<file path="src/rtl/attr_ovr_pkg.sv">
package attr_ovr_pkg;

    localparam int          PID_W   = 8;
    localparam int          VID_W   = 12;
    localparam int          WORD_W  = 32;
    localparam logic [3:0]  KEY_ON  = 4'hA;

    typedef struct packed {
        logic              lock;
        logic [PID_W-1:0]  privid;
        logic [1:0]        priv_clr;
        logic [1:0]        priv_set;
        logic              pid_pass;
        logic              nonsec;
        logic [3:0]        sec_key;
        logic [3:0]        en_key;
    } ctl0_t;

    typedef struct packed {
        logic              vid_pass;
        logic [1:0]        atype;
        logic [VID_W-1:0]  virtid;
    } ctl1_t;

    typedef struct packed {
        ctl0_t c0;
        ctl1_t c1;
    } region_state_t;

    typedef struct packed {
        logic              secure;
        logic [1:0]        priv;
        logic [PID_W-1:0]  privid;
        logic [VID_W-1:0]  virtid;
        logic [1:0]        atype;
    } attr_t;

    function automatic logic [WORD_W-1:0] pack0(ctl0_t c);
        logic [WORD_W-1:0] w;
        w          = '0;
        w[3:0]     = c.en_key;
        w[7:4]     = c.sec_key;
        w[8]       = c.nonsec;
        w[9]       = c.pid_pass;
        w[11:10]   = c.priv_set;
        w[13:12]   = c.priv_clr;
        w[23:16]   = c.privid;
        w[31]      = c.lock;
        return w;
    endfunction

    function automatic ctl0_t unpack0(logic [WORD_W-1:0] w);
        ctl0_t c;
        c.en_key   = w[3:0];
        c.sec_key  = w[7:4];
        c.nonsec   = w[8];
        c.pid_pass = w[9];
        c.priv_set = w[11:10];
        c.priv_clr = w[13:12];
        c.privid   = w[23:16];
        c.lock     = w[31];
        return c;
    endfunction

    function automatic logic [WORD_W-1:0] pack1(ctl1_t c);
        logic [WORD_W-1:0] w;
        w          = '0;
        w[11:0]    = c.virtid;
        w[13:12]   = c.atype;
        w[15]      = c.vid_pass;
        return w;
    endfunction

    function automatic ctl1_t unpack1(logic [WORD_W-1:0] w);
        ctl1_t c;
        c.virtid   = w[11:0];
        c.atype    = w[13:12];
        c.vid_pass = w[15];
        return c;
    endfunction

endpackage

</file>
<file path="src/rtl/attr_region_regs.sv">
module attr_region_regs
    import attr_ovr_pkg::*;
(
    input  logic              clk,
    input  logic              rst_n,
    input  logic              wr0,
    input  logic              wr1,
    input  logic [WORD_W-1:0] wdata,
    output ctl0_t             c0,
    output ctl1_t             c1
);

    region_state_t st_d, st_q;

    always_comb begin
        st_d = st_q;
        // Once locked, both words are frozen until reset.
        if (!st_q.c0.lock) begin
            if (wr0) st_d.c0 = unpack0(wdata);
            if (wr1) st_d.c1 = unpack1(wdata);
        end
    end

    always_ff @(posedge clk or negedge rst_n) begin
        if (!rst_n) st_q <= '0;
        else        st_q <= st_d;
    end

    assign c0 = st_q.c0;
    assign c1 = st_q.c1;

endmodule

</file>
<file path="src/rtl/attr_rewrite.sv">
module attr_rewrite
    import attr_ovr_pkg::*;
(
    input  ctl0_t c0,
    input  ctl1_t c1,
    input  attr_t a_in,
    output attr_t a_out
);

    logic active;

    always_comb begin
        active = (c0.en_key == KEY_ON);
        a_out  = a_in;
        if (active) begin
            // Force-non-secure wins over the secure key.
            if (c0.nonsec)                 a_out.secure = 1'b0;
            else if (c0.sec_key == KEY_ON) a_out.secure = 1'b1;
            // Clear wins over set, bit by bit.
            a_out.priv  = (a_in.priv | c0.priv_set) & ~c0.priv_clr;
            if (!c0.pid_pass) a_out.privid = c0.privid;
            if (!c1.vid_pass) a_out.virtid = c1.virtid;
            a_out.atype = c1.atype;
        end
    end

endmodule

</file>
<file path="src/rtl/attr_ovr.sv">
module attr_ovr
    import attr_ovr_pkg::*;
#(
    parameter int NUM_REGIONS = 4,
    localparam int SEL_W  = (NUM_REGIONS > 1) ? $clog2(NUM_REGIONS) : 1,
    localparam int ADDR_W = SEL_W + 1
)(
    input  logic              clk,
    input  logic              rst_n,
    input  logic [ADDR_W-1:0] cfg_addr,
    input  logic              cfg_we,
    input  logic [WORD_W-1:0] cfg_wdata,
    output logic [WORD_W-1:0] cfg_rdata,
    input  logic [SEL_W-1:0]  region_sel,
    input  logic              in_secure,
    input  logic [1:0]        in_priv,
    input  logic [PID_W-1:0]  in_privid,
    input  logic [VID_W-1:0]  in_virtid,
    input  logic [1:0]        in_atype,
    output logic              out_secure,
    output logic [1:0]        out_priv,
    output logic [PID_W-1:0]  out_privid,
    output logic [VID_W-1:0]  out_virtid,
    output logic [1:0]        out_atype
);

    localparam int SEL_N = 1 << SEL_W;

    ctl0_t [NUM_REGIONS-1:0] c0_q;
    ctl1_t [NUM_REGIONS-1:0] c1_q;
    ctl0_t [SEL_N-1:0]       c0_pad;
    ctl1_t [SEL_N-1:0]       c1_pad;

    logic [SEL_W-1:0] cfg_idx;
    assign cfg_idx = cfg_addr[ADDR_W-1:1];

    for (genvar g = 0; g < SEL_N; g++) begin : g_reg
        if (g < NUM_REGIONS) begin : g_live
            logic wr0, wr1;
            assign wr0 = cfg_we && !cfg_addr[0] && (cfg_idx == SEL_W'(g));
            assign wr1 = cfg_we &&  cfg_addr[0] && (cfg_idx == SEL_W'(g));
            attr_region_regs u_regs (
                .clk   (clk),
                .rst_n (rst_n),
                .wr0   (wr0),
                .wr1   (wr1),
                .wdata (cfg_wdata),
                .c0    (c0_q[g]),
                .c1    (c1_q[g])
            );
            assign c0_pad[g] = c0_q[g];
            assign c1_pad[g] = c1_q[g];
        end else begin : g_none
            assign c0_pad[g] = '0;
            assign c1_pad[g] = '0;
        end
    end

    assign cfg_rdata = cfg_addr[0] ? pack1(c1_pad[cfg_idx]) : pack0(c0_pad[cfg_idx]);

    attr_t a_in, a_out;
    assign a_in = '{secure: in_secure, priv: in_priv, privid: in_privid,
                    virtid: in_virtid, atype: in_atype};

    attr_rewrite u_rw (
        .c0    (c0_pad[region_sel]),
        .c1    (c1_pad[region_sel]),
        .a_in  (a_in),
        .a_out (a_out)
    );

    assign out_secure = a_out.secure;
    assign out_priv   = a_out.priv;
    assign out_privid = a_out.privid;
    assign out_virtid = a_out.virtid;
    assign out_atype  = a_out.atype;

endmodule

</file>
<file path="config.mk">
export PLATFORM = sky130hd
export DESIGN_NAME = attr_ovr
export DESIGN_NICKNAME = d
export VERILOG_FILES = /design/src/rtl/attr_ovr_pkg.sv /design/src/rtl/attr_region_regs.sv /design/src/rtl/attr_rewrite.sv /design/src/rtl/attr_ovr.sv
export SDC_FILE = /design/constraint.sdc
export NUM_CORES = 1
export LEC_CHECK = 0
export ABC_AREA = 1
export BUFFER_PORTS_ARGS = -buffer_cell sky130_fd_sc_hd__buf_2
export CAP_MARGIN = 20
export CELL_PAD_IN_SITES_DETAIL_PLACEMENT = 0
export CELL_PAD_IN_SITES_GLOBAL_PLACEMENT = 1
export CORE_MARGIN = 2
export CORE_UTILIZATION = 45
export DETAILED_ROUTE_END_ITERATION = 6
export PLACE_DENSITY = 0.88
export SLEW_MARGIN = 20
export SYNTH_ARGS = -nofsm -noshare
export SYNTH_HDL_FRONTEND = slang
export SYNTH_HIERARCHICAL = 1
export SYNTH_SLANG_ARGS = --single-unit
</file>
<file path="constraint.sdc">
create_clock -name clk -period 3.2 [get_ports clk]
set_clock_uncertainty 0.1 [all_clocks]
set_input_delay 0.48 -clock clk [delete_from_list [all_inputs] [get_ports clk]]
set_output_delay 0.48 -clock clk [all_outputs]
set_load 0.03 [all_outputs]
</file>
Yosys cells after proc, flatten, opt, wreduce, memory -nomap -nowiden

Cells that the tools add are included.

Reductions and logical operators: 20
Multiplexer cells: 26
Eq/ne operators: 5
Bitwise operators: 7
Magnitude comparators: 2

Operators by type and width:

| kind                                                                  | number |
|---|---|
| 38-bit 2-to-1 mux                                                     | 4 |
| 23-bit 2-to-1 mux                                                     | 5 |
| 23-bit binary-select mux with 2-bit select                            | 2 |
| 15-bit 2-to-1 mux                                                     | 6 |
| 15-bit binary-select mux with 2-bit select                            | 2 |
| 32-bit 2-to-1 mux                                                     | 1 |
| 25-bit 2-to-1 mux                                                     | 1 |
| 22-bit 2-to-1 mux                                                     | 1 |
| 2-bit AND reduction                                                   | 8 |
| 12-bit 2-to-1 mux                                                     | 1 |
| 1-bit logical AND                                                     | 10 |
| 4-bit equality test, second input constant                            | 2 |
| 8-bit 2-to-1 mux                                                      | 1 |
| 2-bit by 3-bit < comparator with 1-bit output, second input constant  | 2 |
| 2-bit equality test, second input constant                            | 2 |
| 1-bit NOT                                                             | 4 |
| 2-bit bitwise AND                                                     | 1 |
| 2-bit by 1-bit equality test with 1-bit output, second input constant | 1 |
| 2-bit logical NOT                                                     | 1 |
| 1-bit 2-to-1 mux                                                      | 2 |
| 2-bit NOT                                                             | 1 |
| 2-bit OR                                                              | 1 |
| 1-bit logical NOT                                                     | 1 |

Output and inout port bits: 57
Logic and storage cells: 104
Register bits after elaboration: 152
Input port bits: 65

Depth between registers and ports, before layout

Gate-level depths: netlist of run 1.

Depth after elaboration: 6
Mapped depth: 12
Mapped depth without buffers: 9

Modules after synthesis

Netlist of run 1, hierarchy kept.

By module, submodules not included:

| module           | times used | cells each | sequential area each (µm²) | area an instance (µm²) |
|---|---|---|---|---|
| attr_region_regs | 4          | 165        | 950.9                      | 1531.5 |
| attr_ovr         | 1          | 644        | 0.0                        | 2755.1 |
| attr_rewrite     | 1          | 155        | 0.0                        | 698.2 |

Least setup slack after synthesis of run 1

No wires, ideal clock.

Path kind: input-to-output
Start: input region_sel[0]
End: output out_priv[0]
Arrival: 2.195 ns
Data required time: 2.620 ns
Path buffers: 3
Stages: 10
Slack: 0.425 ns
Path through: buf_4 -> inv_2 -> buf_6 -> buf_6 -> nor2_1 -> o22ai_1 -> nand2_2 -> nor2_8 -> inv_6 -> o21ai_0

Word-level cells in the longest chain between the ends: 5
Elaborated cells on any way between the ends: 7
Classes of those cells: eq/ne: 1; mux: 3; bitwise: 3

RTL lines:

| item                                         | line               | source |
|---|---|---|
| start, declared                              | attr_ovr.sv:14     | `input logic [SEL_W-1:0] region_sel,` |
| 23-bit binary-select mux with 2-bit select * | attr_ovr.sv:66     | `.c0 (c0_pad[region_sel]),` |
| 22-bit 2-to-1 mux (not written as such) *    | attr_ovr.sv:66     |  |
| 2-bit OR or 2-bit NOT (tied branches)        | attr_rewrite.sv:20 | `a_out.priv = (a_in.priv \| c0.priv_set) & ~c0.priv_clr;` |
| 2-bit bitwise AND                            | attr_rewrite.sv:20 |  |
| 25-bit 2-to-1 mux *                          | attr_rewrite.sv:15 | `if (active) begin` |
| end, declared                                | attr_ovr.sv:21     | `output logic [1:0] out_priv,` |

Mark *: on every way between the ends. The rest lies on a longest branch, timed or not. The select of a mux whose other input is x is not followed.

Final worst setup path of run 1

Start: input region_sel[1]
End: output out_virtid[11]

Word-level cells in the longest chain between the ends: 4
Elaborated cells on any way between the ends: 7
Classes of those cells: eq/ne: 1; mux: 6

RTL lines:

| item                                                                                                     | line                                   | source |
|---|---|---|
| 23-bit binary-select mux with 2-bit select or 15-bit binary-select mux with 2-bit select (tied branches) | attr_ovr.sv:66, attr_ovr.sv:67         |  |
| 22-bit 2-to-1 mux (not written as such) or 15-bit 2-to-1 mux (tied branches)                             | attr_ovr.sv:66, attr_ovr.sv:67         |  |
| 4-bit equality test or 12-bit 2-to-1 mux (tied branches)                                                 | attr_rewrite.sv:13, attr_rewrite.sv:22 |  |
| 25-bit 2-to-1 mux *                                                                                      | attr_rewrite.sv:15                     |  |
| end, declared                                                                                            | attr_ovr.sv:23                         | `output logic [VID_W-1:0] out_virtid,` |

Marked as above.

==> flow_summary.toml, run 1 <==
[clock_tree]
clock-sinks = 152
clk_pin_slew_ns = 0.06
h-tree-depth = 4
cts_tree = "built"
cts_resized = 0
clock_path_buffers = 2
cts_buffers = 17
root_buffer = "clkbuf_16"
clkLatencyLatePin_ns = 0.43

[min_path]
hold_end = "g_reg[1].g_live.u_regs/c0[22]"
min_from = "cfg_wdata[31]"
hold_depth = 3
min_path_type = "in2reg"

[setup_path]
path_buf_inv = 5
max_stage_delay_ns = 0.39
crit_required_ns = 2.62
crit_arrival_ns = 2.26
worstRegToRegCells = 4
worstPathCellList = "buf_2 > inv_1 > buf_4 > o21ai_0 > o22ai_1 > inv_1 > o21ai_0 > nand2_1 > nand2_1 > buf_2"
cp_max_fo = 15
r2r_end = "g_reg[3].g_live.u_regs/c0[2]"
critical_path.slowest_cell = "o22ai_1"
endpoint_kind = "output pin"
rrSetupSlack_ns = 1.27
crit_type = "in2out"
startpoint_type = "input pin"
critPathTopFamily = "buffers and inverters"
path_depth = 10
r2r_start = "g_reg[3].g_live.u_regs/c0[22]"

[route]
dr.pass1.iters = 5
route.vias.total = 9857
routed_via_density = 5.44
wl_per_cell_um = 18.2
ant_nets = 0
drc = 0
drt_iter0_markers = 785
wl_um = 32900

[grt]
grt_pass1_vias = 9062
antenna_found_initial = 0
grt_overflow = 0
grt_first_pass_wirelength_um = 51300
grt_max_degree = 65
grt_usage_pct = 30.1

[die]
dieWidth_um = 150
dieArea_um2 = 22400
io_pins = 122
rows = 53
die_y_um = 150
core_area_um2 = 21000
start_util_pct = 45.6

[timing]
slew_viol_final = 0
setup_viol = 0
fmax_mhz = 352
maxSlewHeadroom_pct = 31.4
tightest_slew_ns = 1.02
rsz0062_at_grt = "false"
fin_crit_sh_pct = 88.9
hold_violations = 0
finalSetupTns_ns = 0
period_needed_ns = 2.84

[yosys]
synthesis.area_um2 = 9560
syn_inst = 1454
syn_avg_cell_area_um2 = 6.57
yosys_warnings = 6

[power_and_ir_drop]
power_density_nw_per_um2 = 435
leakage_nw = 6.05
vdd_ir_drop_max_v = 0.000371

[placed_design]
port_buffers = 105
hpwl_um = 21100
finalWeightedCongestion = 0.861
dp_cells = 1778

[run_status]
status = "finished, final reports clean"

[finish]
areaGrowthSynthToFinish_pct = 12.2
n_fill_cell = 2178
drive_gt1_share_pct = 13.5
stdcell_count = 1811
diodes = 0
nets = 1588

[run]
maxCapViolations = 0
## metrics by stage
stage          cell area [um^2]  utilization, %  hold WS, ns  power (mW)  setup slack [ns]
2_1_floorplan              9580               -       0.0844        2.25             0.425
3_3_place_gp              10100            48.1        0.355        2.47             0.362
3_5_place_dp              10100            48.1        0.360        2.47             0.356
4_1_cts                   10700            51.2        0.196        4.67             0.394
5_1_grt                   10700            51.2        0.220        4.79             0.177
6_report                  10700            51.2        0.204        4.67             0.356
## routing by layer
layer  vias to the layer above  GRT usage, %  share of wire, %
li1                       4711             -                 -
met1                      4625          42.4                43
met2                       458          47.7                46
met3                        63          4.21               8.7
met4                         0          10.2               2.1
met5                         -             0                 0
## cell usage in the layout (no fill, tap or decap), types with 4 or more instances in the layout
cell and instances:
nand2_1 731, conb_1 8, buf_2 104, inv_1 38, clkbuf_8 5, o21ai_0 110
nand3_1 151, dfrtp_1 152, o22ai_1 28, nand2_2 16, buf_4 41, clkbuf_16 17
buf_12 4, inv_2 6, nor2_2 4, bufinv_16 4, nor2_1 93, a21oi_1 8
## worst register-to-register path: stages, from the launching register on
cell	delay, ns
dfrtp_1	0.39
inv_2	0.49
nand2_2	0.58
nand2_1	0.19
nand2_1	0.07
## area by class of cell
type / count / area [um^2] / area share (%)
clock buffers: 25 / 505 / 4.71
repair buffers: 151 / 930 / 8.67
flip-flops and latches: 152 / 3800 / 35.5
well taps: 275 / 344 / 3.21
clock inverters: 7 / 138 / 1.28
multi-input cells: 1155 / 4830 / 45.0
inverters: 46 / 178 / 1.66
## sequential cells by signal, indices dropped and copies added (netlist names)
name and count:
g.g_live.u_regs/c0 92, g.g_live.u_regs/c1 60
## what timing repair did
action | 4_1_cts | 5_1_grt
hold endpoints to repair | 61 | 0
hold buffers | 1 | 0
setup buffers | 0 | 0
## worst max-delay path by stage
stage	start	endpoint
2_1_floorplan	region_sel[0]	out_priv[0]
3_3_place_gp	cfg_addr[2]	g_reg[0].g_live.u_regs/c1[11]
3_5_place_dp	cfg_addr[2]	g_reg[0].g_live.u_regs/c1[14]
4_1_cts	region_sel[0]	out_priv[1]
5_1_grt	region_sel[0]	out_privid[0]
6_report	region_sel[1]	out_virtid[11]
## report_power, final
part           total, mW  internal (mW)  switching [mW]
registers           1.92           1.92               0
logic              0.528          0.137           0.392
clock network       2.22           1.41           0.810
No activity file was read; power rests on OpenSTA's default activity.
==> inputs of run 2 (changes only) <==
--- a/config.mk
+++ b/config.mk
@@ -17,5 +17,4 @@
 export SLEW_MARGIN = 20
 export SYNTH_ARGS = -nofsm -noshare
 export SYNTH_HDL_FRONTEND = slang
-export SYNTH_HIERARCHICAL = 1
 export SYNTH_SLANG_ARGS = --single-unit
==> flow_summary.toml, run 2 <==
[setup_path]
startpoint_type = "flip-flop"
endpoint_kind = "output pin"
crit_type = "reg2out"
cpMostUsedCell = "nand2_1"
cp_max_fo = 14
worstPathCellList = "nor2_1 > nand3_1 > nand3_1 > nand2_1 > buf_4 > nor2_1 > buf_4 > nand2_1 > nand2_1 > buf_2"
max_stage_delay_ns = 0.40
crit_arrival_ns = 2.21
crit_required_ns = 2.62
critical_path.slowest_cell = "dfrtp_1"

[die]
rows = 48
die_y_um = 137
dieWidth_um = 137
dieArea_um2 = 18800
start_util_pct = 46.1
io_pins = 122
core_area_um2 = 17300

[clock_tree]
cts_setup_buffers = 0
cts_resized = 0
root_buffer = "clkbuf_16"
clk_pin_slew_ns = 0.06
clock-sinks = 152
cts_hold_buf = 0
cts_tree = "built"
clkLatencyLatePin_ns = 0.42
cts_buffers = 17
h-tree-depth = 4
clock_path_buffers = 2

[power_and_ir_drop]
power_mw = 4.57
leakage_nw = 4.45
vdd_ir_drop_max_v = 0.000383
power_density_nw_per_um2 = 487

[timing]
slew_viol_final = 0
maxSlewHeadroom_pct = 43.5
fin_hold_ws_ns = 0.0126
tightest_slew_ns = 0.848
finalSetupTns_ns = 0
fmax_mhz = 358
period_needed_ns = 2.79
fin_crit_sh_pct = 87.2
setup_viol = 0
hold_violations = 0
layout_setup_ws_ns = 0.409
rsz0062_at_grt = "false"

[grt]
busiest_layer = "met2"
grt_max_degree = 88
grt_overflow = 0
met1_usage_pct = 37.2
grt_first_pass_wirelength_um = 39200
antenna_found_initial = 0
use_met3_pct = 4.63
grt_pass1_vias = 7293
grt_usage_pct = 27.5
grt_use_met2_pct = 45.4

[yosys]
synth.area.top_cells = "dfrtp_1 (48%), nand2_1 (16%), o21ai_0 (15%)"
ys_types = 30
yosys_warnings = 0
synthesis.area_um2 = 7980
seq_area_frac_synth_pct = 47.7
syn_inst = 1082
synthTopCellsByCount = "nand2_1 (342), o21ai_0 (245), dfrtp_1 (152)"
syn_avg_cell_area_um2 = 7.38
synth_top_cell_by_area = "dfrtp_1"
yosys.area.top_type_share_pct = 47.7
synth_most_common_cell = "nand2_1"
synth-main-ff-cell = "dfrtp_1"
async_flop_share_pct = 100
synth_edf_count = 0
synth_seq_cells = 152

[finish]
largest_register_ffs = 92
areaGrowthSynthToFinish_pct = 17.6
diodes = 0
mostFrequentLayoutCell = "nand2_1"
nets = 1234
final_cell_mix = "nand2_1 (342), o21ai_0 (245), dfrtp_1 (152)"
drive_gt1_share_pct = 15.0
stdcell_count = 1407
n_fill_cell = 1709
design_area_um2 = 9380
fin_util_pct = 54.3

[min_path]
min_path_type = "in2async"

[placed_design]
hpwl_um = 15900
dp_cells = 1375
dp_slack_ns = 0.538
placed_area_um2 = 8770
finalWeightedCongestion = 0.835
port_buffers = 105

[route]
drc = 0
wl_um = 24700
dr.pass1.iters = 6
wl_per_cell_um = 17.6
drt_iter0_markers = 635
ant_nets = 0
routed_via_density = 5.47
route.vias.total = 7703

[run]
maxCapViolations = 0

[run_status]
status = "finished, final reports clean"
run 2: critical path: cells and delay by family, from the launching register on:
family | cells | cell delay [ns]
buf+inv | 3 | 0.63
flops | 1 | 0.40
simple gates | 7 | 0.76
run 2: logic make-up (layout without fill, tap and decap cells):
kind of cell,count (synthesis),in the layout,synth area share [%]
AO/OA/AOI/OAI,308,308,20.4
buffers and inverters,145,238,8.22
flip-flops,152,152,47.7
AND/OR/NAND/NOR,476,476,23.6
other,1,8,0.0470
run 2: layer usage:
metal,wire length [um],vias to the layer above
met5,0,-
met4,393,0
met3,1600,34
met2,11800,285
met1,10900,3663
li1,-,3721
run 2: report_power, final:
| part | internal, mW | leakage, nW | switching [mW] |
|---|---|---|---|
| clock | 1.31 | 0.293 | 0.778 |
| combinational | 0.148 | 2.07 | 0.377 |
| sequential | 1.94 | 2.09 | 0.0173 |
run 2: worst paths after layout:
check                                         startpoint                       endpoint  slack [ns]  cells past startpoint
max in group asynchronous                          rst_n  g_reg[2].g_live.u_regs.c0[17]        2.24                      2
max                         g_reg[1].g_live.u_regs.c0[2]                  out_virtid[1]        0.41                     10
min in group clk                           cfg_wdata[31]  g_reg[1].g_live.u_regs.c0[22]        0.25                      3
min reg2reg                g_reg[1].g_live.u_regs.c0[18]  g_reg[1].g_live.u_regs.c0[18]        0.39                      2
min                                                rst_n  g_reg[1].g_live.u_regs.c1[10]        0.01                      1
max reg2reg                g_reg[3].g_live.u_regs.c0[22]   g_reg[3].g_live.u_regs.c1[3]        1.65                      5
run 2: layout make-up:
cell class,count,area (um^2),share of cell area [%]
repair buffers,139,875,9.32
well taps,225,282,3.00
multi-input cells,792,3560,38.0
clock inverters,7,115,1.23
flip-flops and latches,152,3800,40.5
clock buffers,25,495,5.28
inverters,67,251,2.68
==> inputs of run 3 (changes only) <==
--- a/config.mk
+++ b/config.mk
@@ -14,7 +14,9 @@
 export CORE_UTILIZATION = 45
 export DETAILED_ROUTE_END_ITERATION = 6
 export PLACE_DENSITY = 0.88
+export RECOVER_POWER = 50
 export SLEW_MARGIN = 20
 export SYNTH_ARGS = -nofsm -noshare
 export SYNTH_HDL_FRONTEND = slang
+export SYNTH_HIERARCHICAL = 1
 export SYNTH_SLANG_ARGS = --single-unit
==> flow_summary.toml, run 3 (synthesis gave the netlist of run 1 again) <==
[run_status]
status = "finished with violations"
violations = "max-capacitance violations, max-slew violations"

[finish]
largest_register_ffs = 92
stdcell_count = 1811
design_area_um2 = 10700
nets = 1588
mostFrequentLayoutCell = "nand2_1"
areaGrowthSynthToFinish_pct = 11.9
final_cell_mix = "nand2_1 (733), dfrtp_1 (152), nand3_1 (151)"
fin_util_pct = 51.0
diodes = 0
drive_gt1_share_pct = 13.1

[setup_path]
crit_required_ns = 2.62
crit_type = "in2out"
endpoint_kind = "output pin"
crit_arrival_ns = 2.25
worstRegToRegCells = 4
cp_max_fo = 27
r2r_start = "g_reg[3].g_live.u_regs/c0[22]"
r2r_end = "g_reg[3].g_live.u_regs/c1[0]"
rrSetupSlack_ns = 0.67
startpoint_type = "input pin"

[min_path]
hold_depth = 3
min_from = "cfg_wdata[31]"
min_path_type = "in2reg"
hold_end = "g_reg[1].g_live.u_regs/c0[22]"

[timing]
fin_crit_sh_pct = 88.3
period_needed_ns = 2.83
setup_viol = 0
rsz0062_at_grt = "false"
maxSlewHeadroom_pct = -17.5
finalSetupTns_ns = 0
hold_violations = 0
layout_setup_ws_ns = 0.373
fmax_mhz = 354
tightest_slew_ns = 1.76
fin_hold_ws_ns = 0.206
slew_viol_final = 64

[grt]
grt_max_degree = 65
antenna_found_initial = 0
grt_usage_pct = 30.1
grt_pass1_vias = 9062
grt_overflow = 0
grt_first_pass_wirelength_um = 51300

[route]
drt_iter0_markers = 724
ant_nets = 0
drc = 0
dr.pass1.iters = 5
wl_um = 32700
route.vias.total = 9832
wl_per_cell_um = 18.1
routed_via_density = 5.43

[placed_design]
dp_slack_ns = 0.356
dp_cells = 1778
hpwl_um = 21100
finalWeightedCongestion = 0.861
placed_area_um2 = 10100
port_buffers = 105

[clock_tree]
h-tree-depth = 4
cts_buffers = 17
root_buffer = "clkbuf_16"
clock_path_buffers = 2
cts_tree = "built"
clkLatencyLatePin_ns = 0.43
clock-sinks = 152
clk_pin_slew_ns = 0.06
cts_setup_buffers = 0

[power_and_ir_drop]
vdd_ir_drop_max_v = 0.000370
power_mw = 4.66
leakage_nw = 6.03
power_density_nw_per_um2 = 435

[die]
io_pins = 122
core_area_um2 = 21000
dieArea_um2 = 22400
die_y_um = 150
rows = 53
dieWidth_um = 150
start_util_pct = 45.6

[run]
maxCapViolations = 1
-- run 3: repair_timing --
| item | CTS | global route |
|---|---|---|
| gates resized for setup | 0 | 0 |
| hold buffers | 1 | 0 |
| hold endpoints to repair | 61 | 0 |
-- run 3: final cells by class --
class                   count  area [um^2]
fillers                  2187        10300
multi-input cells        1155         4820
flip-flops and latches    152         3800
repair buffers            151          907
clock buffers              25          505
well taps                 275          344
inverters                  46          178
clock inverters             7          138
-- run 3: routing by layer --
metal / GRT usage (%) / wire length [um]
met3: 4.21 / 2820
met2: 47.7 / 15000
met4: 10.2 / 648
met1: 42.4 / 14200
met5: 0 / 0
-- run 3: where the power goes --
part / total (mW) / internal [mW] / switching, mW
registers: 1.92 / 1.92 / 0
clock network: 2.21 / 1.41 / 0.803
logic: 0.524 / 0.135 / 0.389
total: 4.66 / 3.46 / 1.19
-- run 3: worst max-delay path, stage by stage --
cell and delay, ns:
buf_2 0.15, inv_2 0.34, o21ai_0 0.14, o22ai_1 0.16
nand2_2 0.11, nor2_8 0.27, inv_6 0.17, o21ai_0 0.18
buf_2 0.22
-- run 3: worst max-delay path by stage --
stage                             start                            end  slack, ns  cells past startpoint
after floorplan           region_sel[0]                    out_priv[0]       0.43                     10
after global placement      cfg_addr[2]  g_reg[0].g_live.u_regs/c1[11]       0.36                      8
after detailed placement    cfg_addr[2]  g_reg[0].g_live.u_regs/c1[14]       0.36                      8
after CTS                 region_sel[0]                    out_priv[1]       0.39                      9
after global routing      region_sel[0]                  out_privid[0]       0.18                     11
final                     region_sel[0]                    out_priv[1]       0.37                      9
